### src/rtl/tmr_pkg.sv
package tmr_pkg;
  typedef enum logic [1:0] {
    REG_RELOAD = 2'd0,
    REG_COUNT  = 2'd1,
    REG_CTRL   = 2'd2,
    REG_STAT   = 2'd3
  } reg_idx_e;

  localparam int CTL_MODE  = 0;
  localparam int CTL_IE    = 1;
  localparam int CTL_STOP  = 6;
  localparam int CTL_START = 7;
  localparam int STAT_ZERO = 0;
  localparam int BYTE_W    = 8;
endpackage

### src/rtl/tmr_evt_sync.sv
module tmr_evt_sync #(
  parameter int STAGES = 2
) (
  input  logic clk,
  input  logic rst_n,
  input  logic evt_in,
  output logic evt_rise
);
  localparam int PIPE_W = STAGES + 1;

  // pipe[STAGES-1] is the synchronised level, pipe[STAGES] its previous value
  logic [PIPE_W-1:0] pipe;

  always_ff @(posedge clk) begin
    if (!rst_n) begin
      pipe <= '0;
    end else begin
      pipe[0] <= evt_in;
      for (int i = 1; i < PIPE_W; i++) begin
        pipe[i] <= pipe[i-1];
      end
    end
  end

  assign evt_rise = pipe[STAGES-1] & ~pipe[STAGES];

  // a rising edge yields a single-cycle step request
  a_r5_single_pulse: assert property (@(posedge clk) disable iff (!rst_n)
    evt_rise |=> !evt_rise);
endmodule

### src/rtl/tmr_core.sv
module tmr_core #(
  parameter int CNT_W = 32
) (
  input  logic             clk,
  input  logic             rst_n,
  input  logic             start,
  input  logic             stop,
  input  logic             mode_timer,
  input  logic             evt_rise,
  input  logic [CNT_W-1:0] reload,
  output logic [CNT_W-1:0] cnt,
  output logic             tmr_out,
  output logic             zero_hit
);
  logic [CNT_W-1:0] cnt_q;
  logic             run_q;
  logic             tout_q;
  logic             step;

  assign step     = run_q & (mode_timer | evt_rise) & ~start & ~stop;
  assign zero_hit = step & (cnt_q == '0);

  always_ff @(posedge clk) begin
    if (!rst_n) begin
      cnt_q  <= '0;
      run_q  <= 1'b0;
      tout_q <= 1'b0;
    end else begin
      if (stop) begin
        run_q <= 1'b0;
      end else if (start) begin
        run_q <= 1'b1;
        cnt_q <= reload;
      end else if (step) begin
        cnt_q <= (cnt_q == '0) ? reload : cnt_q - 1'b1;
      end
      if (zero_hit) tout_q <= ~tout_q;
    end
  end

  assign cnt     = cnt_q;
  assign tmr_out = tout_q;

  // the output pin moves only on a zero event
  a_r6_tout_only_on_zero: assert property (@(posedge clk) disable iff (!rst_n)
    !zero_hit |=> $stable(tout_q));
  // a zero event leaves the reload value in the count
  a_r6_reload_on_zero: assert property (@(posedge clk) disable iff (!rst_n)
    zero_hit |=> (cnt_q == $past(reload)));
  // a halted counter holds its value unless restarted
  a_r9_hold_when_halted: assert property (@(posedge clk) disable iff (!rst_n)
    (!run_q && !start) |=> $stable(cnt_q));
endmodule

### src/rtl/tmr_regs.sv
module tmr_regs
  import tmr_pkg::*;
#(
  parameter int CNT_W = 32
) (
  input  logic             clk,
  input  logic             rst_n,
  input  logic             bus_wr,
  input  logic             bus_rd,
  input  logic [1:0]       bus_addr,
  input  logic [CNT_W-1:0] bus_wdata,
  output logic [CNT_W-1:0] bus_rdata,
  input  logic [CNT_W-1:0] cnt_val,
  input  logic             zero_hit,
  output logic [CNT_W-1:0] reload_val,
  output logic             mode_timer,
  output logic             start_cmd,
  output logic             stop_cmd,
  output logic             irq
);
  localparam int PAD_W = CNT_W - BYTE_W;

  logic [CNT_W-1:0]  reload_q;
  logic              mode_q;
  logic              ie_q;
  logic              flag_q;
  logic              wr_ctrl;
  logic              rd_stat;
  logic [BYTE_W-1:0] ctrl_byte;
  logic [BYTE_W-1:0] stat_byte;

  assign wr_ctrl   = bus_wr && (bus_addr == REG_CTRL);
  assign rd_stat   = bus_rd && (bus_addr == REG_STAT);
  assign stop_cmd  = wr_ctrl & bus_wdata[CTL_STOP];
  assign start_cmd = wr_ctrl & bus_wdata[CTL_START] & ~bus_wdata[CTL_STOP];

  always_ff @(posedge clk) begin
    if (!rst_n) begin
      reload_q <= '0;
      mode_q   <= 1'b0;
      ie_q     <= 1'b0;
      flag_q   <= 1'b0;
    end else begin
      if (bus_wr && (bus_addr == REG_RELOAD)) reload_q <= bus_wdata;
      if (wr_ctrl) begin
        mode_q <= bus_wdata[CTL_MODE];
        ie_q   <= bus_wdata[CTL_IE];
      end
      if (zero_hit)     flag_q <= 1'b1;
      else if (rd_stat) flag_q <= 1'b0;
    end
  end

  always_comb begin
    ctrl_byte            = '0;
    ctrl_byte[CTL_MODE]  = mode_q;
    ctrl_byte[CTL_IE]    = ie_q;
    stat_byte            = '0;
    stat_byte[STAT_ZERO] = flag_q;
  end

  always_comb begin
    case (bus_addr)
      REG_RELOAD: bus_rdata = reload_q;
      REG_COUNT:  bus_rdata = cnt_val;
      REG_CTRL:   bus_rdata = {{PAD_W{1'b0}}, ctrl_byte};
      default:    bus_rdata = {{PAD_W{1'b0}}, stat_byte};
    endcase
  end

  assign reload_val = reload_q;
  assign mode_timer = mode_q;
  assign irq        = flag_q & ie_q;

  // the flag holds until a status read
  a_r7_flag_sticky: assert property (@(posedge clk) disable iff (!rst_n)
    (flag_q && !rd_stat) |=> flag_q);
  // a zero event is never lost to a simultaneous read
  a_r7_set_wins: assert property (@(posedge clk) disable iff (!rst_n)
    zero_hit |=> flag_q);
endmodule

### src/rtl/cnt_timer_periph.sv
module cnt_timer_periph #(
  parameter int CNT_W       = 32,
  parameter int SYNC_STAGES = 2
) (
  input  logic             clk,
  input  logic             rst_n,
  input  logic             bus_wr,
  input  logic             bus_rd,
  input  logic [1:0]       bus_addr,
  input  logic [CNT_W-1:0] bus_wdata,
  output logic [CNT_W-1:0] bus_rdata,
  input  logic             evt_in,
  output logic             tmr_out,
  output logic             irq
);
  logic [CNT_W-1:0] cnt_val;
  logic [CNT_W-1:0] reload_val;
  logic             zero_hit;
  logic             mode_timer;
  logic             start_cmd;
  logic             stop_cmd;
  logic             evt_rise;

  tmr_regs #(.CNT_W(CNT_W)) u_regs (
    .clk(clk), .rst_n(rst_n), .bus_wr(bus_wr), .bus_rd(bus_rd),
    .bus_addr(bus_addr), .bus_wdata(bus_wdata), .bus_rdata(bus_rdata),
    .cnt_val(cnt_val), .zero_hit(zero_hit), .reload_val(reload_val),
    .mode_timer(mode_timer), .start_cmd(start_cmd), .stop_cmd(stop_cmd),
    .irq(irq)
  );

  tmr_evt_sync #(.STAGES(SYNC_STAGES)) u_sync (
    .clk(clk), .rst_n(rst_n), .evt_in(evt_in), .evt_rise(evt_rise)
  );

  tmr_core #(.CNT_W(CNT_W)) u_core (
    .clk(clk), .rst_n(rst_n), .start(start_cmd), .stop(stop_cmd),
    .mode_timer(mode_timer), .evt_rise(evt_rise), .reload(reload_val),
    .cnt(cnt_val), .tmr_out(tmr_out), .zero_hit(zero_hit)
  );
endmodule

### config.mk
export PLATFORM = sky130hd
export DESIGN_NAME = cnt_timer_periph
export DESIGN_NICKNAME = d
export VERILOG_FILES = /design/src/rtl/tmr_pkg.sv /design/src/rtl/tmr_evt_sync.sv /design/src/rtl/tmr_core.sv /design/src/rtl/tmr_regs.sv /design/src/rtl/cnt_timer_periph.sv
export SDC_FILE = /design/constraint.sdc
export NUM_CORES = 1
export LEC_CHECK = 0
export BUFFER_PORTS_ARGS = -buffer_cell sky130_fd_sc_hd__buf_2
export CAP_MARGIN = 10
export CORE_ASPECT_RATIO = 2
export CORE_MARGIN = 8
export CORE_UTILIZATION = 50
export CTS_CLUSTER_DIAMETER = 40
export CTS_CLUSTER_SIZE = 12
export DETAILED_ROUTE_END_ITERATION = 16
export PLACE_DENSITY = 0.73
export SLEW_MARGIN = 20
export SYNTH_ARGS = -nofsm -noshare
export SYNTH_HDL_FRONTEND = slang
export SYNTH_SLANG_ARGS = --single-unit
### constraint.sdc
create_clock -name clk -period 3.7 [get_ports clk]
set_clock_uncertainty 0.1 [all_clocks]
set_input_delay 0.74 -clock clk [delete_from_list [all_inputs] [get_ports clk]]
set_output_delay 0.74 -clock clk [all_outputs]
set_load 0.05 [all_outputs]
# Word-level counts from Yosys, hierarchy flattened
# Cells that the tools add are included.
classes:
  add_sub_neg: 1
  n_eq_ne: 3
  muxes: 6
  bitwise_logic: 16
  n_reduce_logical: 9
ops:
  columns: ["op", "n"]
  rows:
  - ["$mux 32", 3]
  - ["$pmux 32 s3", 1]
  - ["$logic_not 32->1", 1]
  - ["$sub 32x1->32 const B", 1]
  - ["$and 1x1->1", 9]
  - ["$not 1->1", 6]
  - ["$eq 2x2->1 const B", 2]
  - ["$reduce_bool 2->1", 2]
  - ["$logic_and 1x1->1", 3]
  - ["$eq 2x1->1 const B", 1]
  - ["$logic_not 2->1", 1]
  - ["$mux 1", 2]
  - ["$reduce_and 2->1", 1]
  - ["$reduce_or 2->1", 1]
  - ["$or 1x1->1", 1]
word_totals:
  ff_bits: 72
  out_inout_bits: 34
  word_cells: 43

# Logic depth before layout (Yosys ltp)
# Gate-level depths: netlist (run 1).
depth:
  depth_word: 9
  ltp_mapped: 10
  mapped_depth_nobuf: 7

# Hierarchy
# Synthesis (run 1) repeated with hierarchy kept, for this count alone.
hier_totals:
  cells_unflattened: 529
  area_unflattened_um2: 4312.9
modules_own_cells:
  columns: ["mod", "n_inst", "cells_per_inst", "area_per_inst_um2"]
  rows:
  - ["tmr_core", 1, 295, 2255.9]
  - ["tmr_regs", 1, 227, 1964.4]
  - ["tmr_evt_sync", 1, 7, 92.6]

# Worst setup path before layout (run 1)
# Ideal clock, no wire load.
synth_timing:
  path_kind: "input -> output"
  startpoint: "input port bus_addr[0]"
  endpoint: "output port bus_rdata[10]"
  t_arrival_ps: 2271
  slack_ps: 589
  cell_stages: 4
  n_path_buf: 2
  cell_sequence: "clkbuf_1 -> clkbuf_1 -> mux2i_1 -> nor2_1"
synth_between:
  elab_chain_len: 2
  word_cells_on_any_way: 4
  classes_between: "eq/ne (2); mux (1); reduce/logical (1)"
synth_rtl:
  columns: ["item", "line", "text"]
  rows:
  - ["start, declared", "cnt_timer_periph.sv:9", "input logic [1:0] bus_addr,"]
  - ["$eq 2x2->1, or another cell as far along", "tmr_regs.sv:63", "case (bus_addr)"]
  - ["$pmux 32 s3 (*)", "tmr_regs.sv:63", null]
  - ["end, declared", "cnt_timer_periph.sv:11", "output logic [CNT_W-1:0] bus_rdata,"]
# Every way passes the cells marked *; elsewhere a longest branch is shown, timed or not.

# Worst setup path in the final report (run 1)
layout_timing:
  startpoint: "register u_core.cnt_q[6] (netlist: u_core.cnt[6])"
  endpoint: "register u_core.cnt_q[30] (netlist: u_core.cnt[30])"
layout_between:
  elab_chain_len: 4
  word_cells_on_any_way: 5
  classes_between: "add/sub (1); mux (3); reduce/logical (1)"
layout_rtl:
  columns: ["item", "line", "text"]
  rows:
  - ["start, declared", "tmr_core.sv:15", "logic [CNT_W-1:0] cnt_q;"]
  - ["start signal, assigned", "tmr_core.sv:33", "cnt_q <= reload;"]
  - ["start signal, assigned", "tmr_core.sv:35", "cnt_q <= (cnt_q == '0) ? reload : cnt_q - 1'b1;"]
  - ["$sub 32x1->32 / $logic_not 32->1 (equally long branches)", "tmr_core.sv:35", null]
  - ["$mux 32 (*)", "tmr_core.sv:35", null]
  - ["$mux 32 (*)", "tmr_core.sv:34", "end else if (step) begin"]
  - ["$mux 32 (*)", "tmr_core.sv:31", "end else if (start) begin"]
# Every way passes the cells marked *; elsewhere a longest branch is shown, timed or not. The select of a mux whose other input is x is not followed.
# A chain may end at the register's enable or synchronous reset.

==> flow_metrics.env, run 1 <==
export IMPL_status="completed"
export IMPL_ff_latch_area_um2=1440
export IMPL_ant_nets=0
export IMPL_min_from="u_sync.pipe[0]"
export IMPL_synth_edf_count=0
export IMPL_vias_per_cell=6.11
export IMPL_synth_nets=578
export IMPL_cp_arrival_ps=3330
export IMPL_synth_top_area_cell="dfxtp_1"
export IMPL_synth_avg_cell_area_um2=7.51
export IMPL_grt_usage_pct=23.0
export IMPL_slew_headroom_pct=51.7
export IMPL_route_vias_total=4252
export IMPL_multi_input_area_um2=2400
export IMPL_async_reset_ff_share_pct=0
export IMPL_cts_buffers=9
export IMPL_die_area_um2=11400
export IMPL_drive_gt1_share_pct=19.5
export IMPL_fp_coreArea_um2=7890
export IMPL_timing_hold_ws_ps=350
export IMPL_min_path_type="flop to flop"
export IMPL_ys_ff_latch=72
export IMPL_gp_congestion=0.973
export IMPL_crit_fanout=10
export IMPL_fin_nets=636
export IMPL_grt_ovfl_total=0
export IMPL_rsz0062_at_grt="false"
export IMPL_power_density_nw_per_um2=1130
export IMPL_syn_inst=537
export IMPL_dp_final_hpwl_mm=9.08
export IMPL_clkTransAtPathRegs_ps=60
export IMPL_routed_wl_mm=13.0
export IMPL_crit_type="flop to flop"
export IMPL_initial_core_util_pct=51.2
export IMPL_firstDrtPassIters=5
export IMPL_fin_area_um2=4790
export IMPL_finalHoldViolCount=0
export IMPL_startpoint="u_core.cnt[6]"
export IMPL_leakagePower_nw=2.06
export IMPL_synth_top_area_share_pct=35.7
export IMPL_fin_crit_sh_pct=85.7
export IMPL_antenna_cells=0
export IMPL_cts_max_path_buffers=2
export IMPL_setup_viol=0
export IMPL_ioPinCount=73
export IMPL_cts_resized=0
export IMPL_htree_levels=3
export IMPL_die_w_um=79.5
export IMPL_ys_warn_count=0
export IMPL_slew_viol_final=0
export IMPL_place_area_um2=4490
export IMPL_dieHeight_um=143
export IMPL_grt_pass1_wl_mm=20.7
export IMPL_maxCapViolations=0
export IMPL_final_cells=696
export IMPL_finalSetupTns_ps=0
export IMPL_grt_max_degree=48
export IMPL_crit_required_ps=3860
export IMPL_r2r_cells=6
export IMPL_post_cts_buffers=0
export IMPL_synth_area_top_cells="dfxtp_1 (36%), nand2_1 (8.6%), mux2i_1 (8.4%)"
export IMPL_p_total_mw=5.40
export IMPL_synth_distinct_cells=56
export IMPL_worst_pin_slew_ps=724
export IMPL_cts_tree="done"
export IMPL_min_path_cells=1
export IMPL_area_growth_pct=18.8
export IMPL_io_buffers=72
export IMPL_clockRootBuffer="clkbuf_16"
export IMPL_cp_start_kind="flop"
export IMPL_clock_latency_ps=340
export IMPL_fillers=727
export IMPL_rows=46
export IMPL_syn_area_um2=4030
export IMPL_ys_seq_area_share_pct=35.7
export IMPL_wl_per_cell_um=18.6
export IMPL_dp_cells=680
export IMPL_fmax_ghz=0.316
export IMPL_endpoint_kind="flop"
export IMPL_drt_initial_drc_count=297
export IMPL_ys_flop_type="dfxtp_1"
export IMPL_drc=0
export IMPL_antenna_found_initial=0
export IMPL_cts_hold_buf=0
export IMPL_peakVddDrop_uv=771
export IMPL_r2r_start="u_core.cnt[6]"
export IMPL_clock_sinks=72
export IMPL_min_period_ps=3170
export IMPL_grt_pass1_vias=4169
critical path: stages, from the launching register on:
cell and delay, ps:
dfxtp_1 390, nor4_1 510, nand3_1 370, or4_4 650, or4_1 430, or4_1 480, a31oi_1 170
sequential cells by signal, indices dropped and copies added (netlist names):
| signal | count |
|---|---|
| u_regs.mode_timer | 1 |
| u_regs.ie_q | 1 |
| u_core.run_q | 1 |
| u_core.tmr_out | 1 |
| u_regs.flag_q | 1 |
| u_sync.pipe | 3 |
| u_core.cnt | 32 |
| u_regs.reload_val | 32 |
power by group:
group          switching, mW  total [mW]  internal, mW
registers              0.121       0.991         0.870
logic                   2.24        3.52          1.28
clock network          0.328       0.885         0.557
total                   2.69        5.40          2.70
cell usage in the layout, fill, tap and decap left out, drive strengths merged, types with 10 or more instances in the layout:
master | synthesis | layout
nand4 | 10 | 10
buf | 4 | 91
a21oi | 53 | 53
o21ai | 23 | 23
clkbuf | 40 | 13
nor4 | 13 | 13
mux2i | 34 | 34
dfxtp | 72 | 72
nand2 | 92 | 92
nor2 | 52 | 52
nor3 | 21 | 21
nand3 | 22 | 22
kinds of logic after synthesis:
family          count (synthesis)  synth area share (%)
simple gates                  251                  30.0
flops                          72                  35.7
fa+ha+maj                       2                 0.620
mux                            38                  9.83
xor+xnor                        1                 0.217
compound gates                123                  18.7
buf+inv                        50                  4.87
worst paths after layout:
kind | end | slack, ps
hold / removal | u_sync.pipe[1] | 350
hold reg to reg | u_sync.pipe[1] | 350
setup reg to reg | u_core.cnt[30] | 530
setup / recovery | u_core.cnt[30] | 530
through the flow:
stage | util, % | setup WS [ps]
3_3_place_gp | 57.0 | 684
6_report | 60.8 | 530
4_1_cts | 60.8 | 595
2_1_floorplan | - | 589
3_5_place_dp | 57.0 | 595
5_1_grt | 60.8 | 409
area by class of cell:
cell class,count,share of cell area [%]
Multi-Input combinational cell,415,50.2
Clock buffer,13,5.43
Sequential cell,72,30.1
Inverter,6,0.470
Tap cell,96,2.51
Timing Repair Buffer,91,10.5
Clock inverter,3,0.836
synth_stat cells (all sizes together), types with 3 or more instances:
cell type / number
mux2: 3
nor2: 52
inv: 6
a31oi: 3
a32o: 4
nand2b: 3
nand2: 92
buf: 4
a22oi: 6
o311ai: 4
and3: 5
mux2i: 34
o22ai: 7
o21ai: 23
or3: 4
nor2b: 3
dfxtp: 72
nor4: 13
and2: 5
nand4: 10
or4: 9
nand3: 22
clkbuf: 40
nor3: 21
a21oi: 53
o211ai: 4
routing by layer:
metal | up-vias | part of all wire [%] | global-route usage (%)
met5 | - | 0 | 0
met3 | 37 | 5.9 | 5.04
met1 | 1996 | 39 | 24.4
met4 | 0 | 3.3 | 11.6
li1 | 2062 | - | -
met2 | 157 | 52 | 40.6
No activity file was read; power rests on OpenSTA's default activity.
==> run 2: changes to the inputs <==
MAX_ROUTING_LAYER = met4   (was unset)
==> run 2 against run 1 <==
Against the previous run: critical path depth unchanged; sequential share of layout area increased by 0.23 points; utilization decreased by 0.46 points; critical endpoint unchanged; highest routed layer unchanged; via count increased by 1.1%; wire length increased by 1.2%; total power decreased by 0.84%; die area unchanged; setup slack improved by 61 ps; first-iteration DRC count increased by 5.1%.
==> flow_metrics.env, run 2 (synthesized netlist as in run 1, its figures left out) <==
export IMPL_post_cts_buffers=0
export IMPL_initial_core_util_pct=51.2
export IMPL_dieHeight_um=143
export IMPL_grt_ovfl_total=0
export IMPL_cts_buffers=9
export IMPL_min_path_cells=1
export IMPL_endpoint_kind="flop"
export IMPL_leakagePower_nw=2.04
export IMPL_cts_tree="done"
export IMPL_die_area_um2=11400
export IMPL_place_area_um2=4490
export IMPL_status="completed"
export IMPL_grt_max_degree=37
export IMPL_cp_start_kind="flop"
export IMPL_htree_levels=3
export IMPL_drive_gt1_share_pct=19.2
export IMPL_firstDrtPassIters=5
export IMPL_vias_per_cell=6.19
export IMPL_finalSetupTns_ps=0
export IMPL_slew_headroom_pct=50.7
export IMPL_routed_wl_mm=13.1
export IMPL_clkTransAtPathRegs_ps=50
export IMPL_rsz0062_at_grt="false"
export IMPL_crit_type="flop to flop"
export IMPL_cts_hold_buf=0
export IMPL_antenna_found_initial=0
export IMPL_grt_pass1_wl_mm=21.0
export IMPL_min_period_ps=3110
export IMPL_clock_latency_ps=340
export IMPL_power_density_nw_per_um2=1130
export IMPL_dp_final_hpwl_mm=9.14
export IMPL_r2r_slack_ps=590
export IMPL_crit_fanout=10
export IMPL_ant_nets=0
export IMPL_die_w_um=79.5
export IMPL_min_path_type="flop to flop"
export IMPL_wl_per_cell_um=18.9
export IMPL_layout_common_cells="nand2_1 (92), buf_2 (72), dfxtp_1 (72)"
export IMPL_finalHoldViolCount=0
export IMPL_io_buffers=72
export IMPL_area_growth_pct=17.9
export IMPL_grt_pass1_vias=4245
export IMPL_fin_crit_sh_pct=84.0
export IMPL_maxCapViolations=0
export IMPL_fp_coreArea_um2=7890
export IMPL_cts_max_path_buffers=2
export IMPL_drc=0
export IMPL_hold_end="u_sync.pipe[1]"
export IMPL_peakVddDrop_uv=870
export IMPL_antenna_cells=0
export IMPL_cts_resized=0
export IMPL_fin_nets=634
export IMPL_min_from="u_sync.pipe[0]"
export IMPL_route_vias_total=4299
export IMPL_ioPinCount=73
export IMPL_slew_viol_final=0
export IMPL_drt_initial_drc_count=312
export IMPL_fin_area_um2=4750
export IMPL_rows=46
export IMPL_cp_arrival_ps=3280
export IMPL_fmax_ghz=0.322
export IMPL_rr_endpoint="u_core.cnt[30]"
export IMPL_final_common_cell="nand2_1"
export IMPL_setup_viol=0
export IMPL_clockRootBuffer="clkbuf_16"
export IMPL_r2r_cells=6
export IMPL_clock_sinks=72
export IMPL_worst_pin_slew_ps=739
export IMPL_grt_usage_pct=24.3
export IMPL_r2r_start="u_core.cnt[6]"
export IMPL_gp_congestion=0.961
export IMPL_crit_required_ps=3870
export IMPL_fillers=758
==> run 2: how the worst max path moves through the flow <==
stage / depth (start not counted) / startpoint / slack [ps] / end
2_1_floorplan: 4 / bus_addr[0] / 590 / bus_rdata[10]
3_3_place_gp: 6 / u_core.cnt[6] / 700 / u_core.cnt[30]
3_5_place_dp: 6 / u_core.cnt[6] / 630 / u_core.cnt[30]
4_1_cts: 6 / u_core.cnt[6] / 620 / u_core.cnt[30]
5_1_grt: 6 / u_core.cnt[6] / 410 / u_core.cnt[30]
6_report: 6 / u_core.cnt[6] / 590 / u_core.cnt[30]
==> run 2: worst max-delay path: stages (launching register included) <==
cell     delay [ps]
dfxtp_1         380
nor4_1          490
nand3_1         360
or4_4           640
or4_1           430
or4_1           480
a31oi_1         160
==> run 2: layer usage <==
layer	share of wire [%]	vias up	track usage [%]
met5	0	-	-
met3	5.6	37	4.91
met1	37	2043	24.5
met2	54	167	41.8
met4	3.3	0	14.2
li1	-	2052	-
==> run 2: final cells by class <==
cell class	count	area, µm²	area share [%]
flip-flops and latches	72	1440	30.3
clock buffers	12	246	5.18
inverters	6	22.5	0.474
multi-input cells	415	2400	50.6
well taps	96	120	2.53
clock inverters	4	20.0	0.421
repair buffers	89	500	10.5
==> run 2: through the flow <==
stage               hold WS, ps  std cells  power (mW)  util [%]  setup WS [ps]
finish                      342        694        5.35      60.3            591
global route                361        694        5.71      60.3            411
CTS                         348        694        5.29      60.3            620
detailed placement          332        678        4.51      56.9            634
global placement            323        678        4.44      56.9            696
floorplan                   312        537        3.43         -            589
==> run 2: power breakdown <==
| part | switching (mW) | total, mW | internal, mW |
|---|---|---|---|
| combinational | 2.30 | 3.57 | 1.26 |
| sequential | 0.128 | 0.998 | 0.870 |
| clock | 0.321 | 0.788 | 0.467 |
| total | 2.75 | 5.35 | 2.60 |
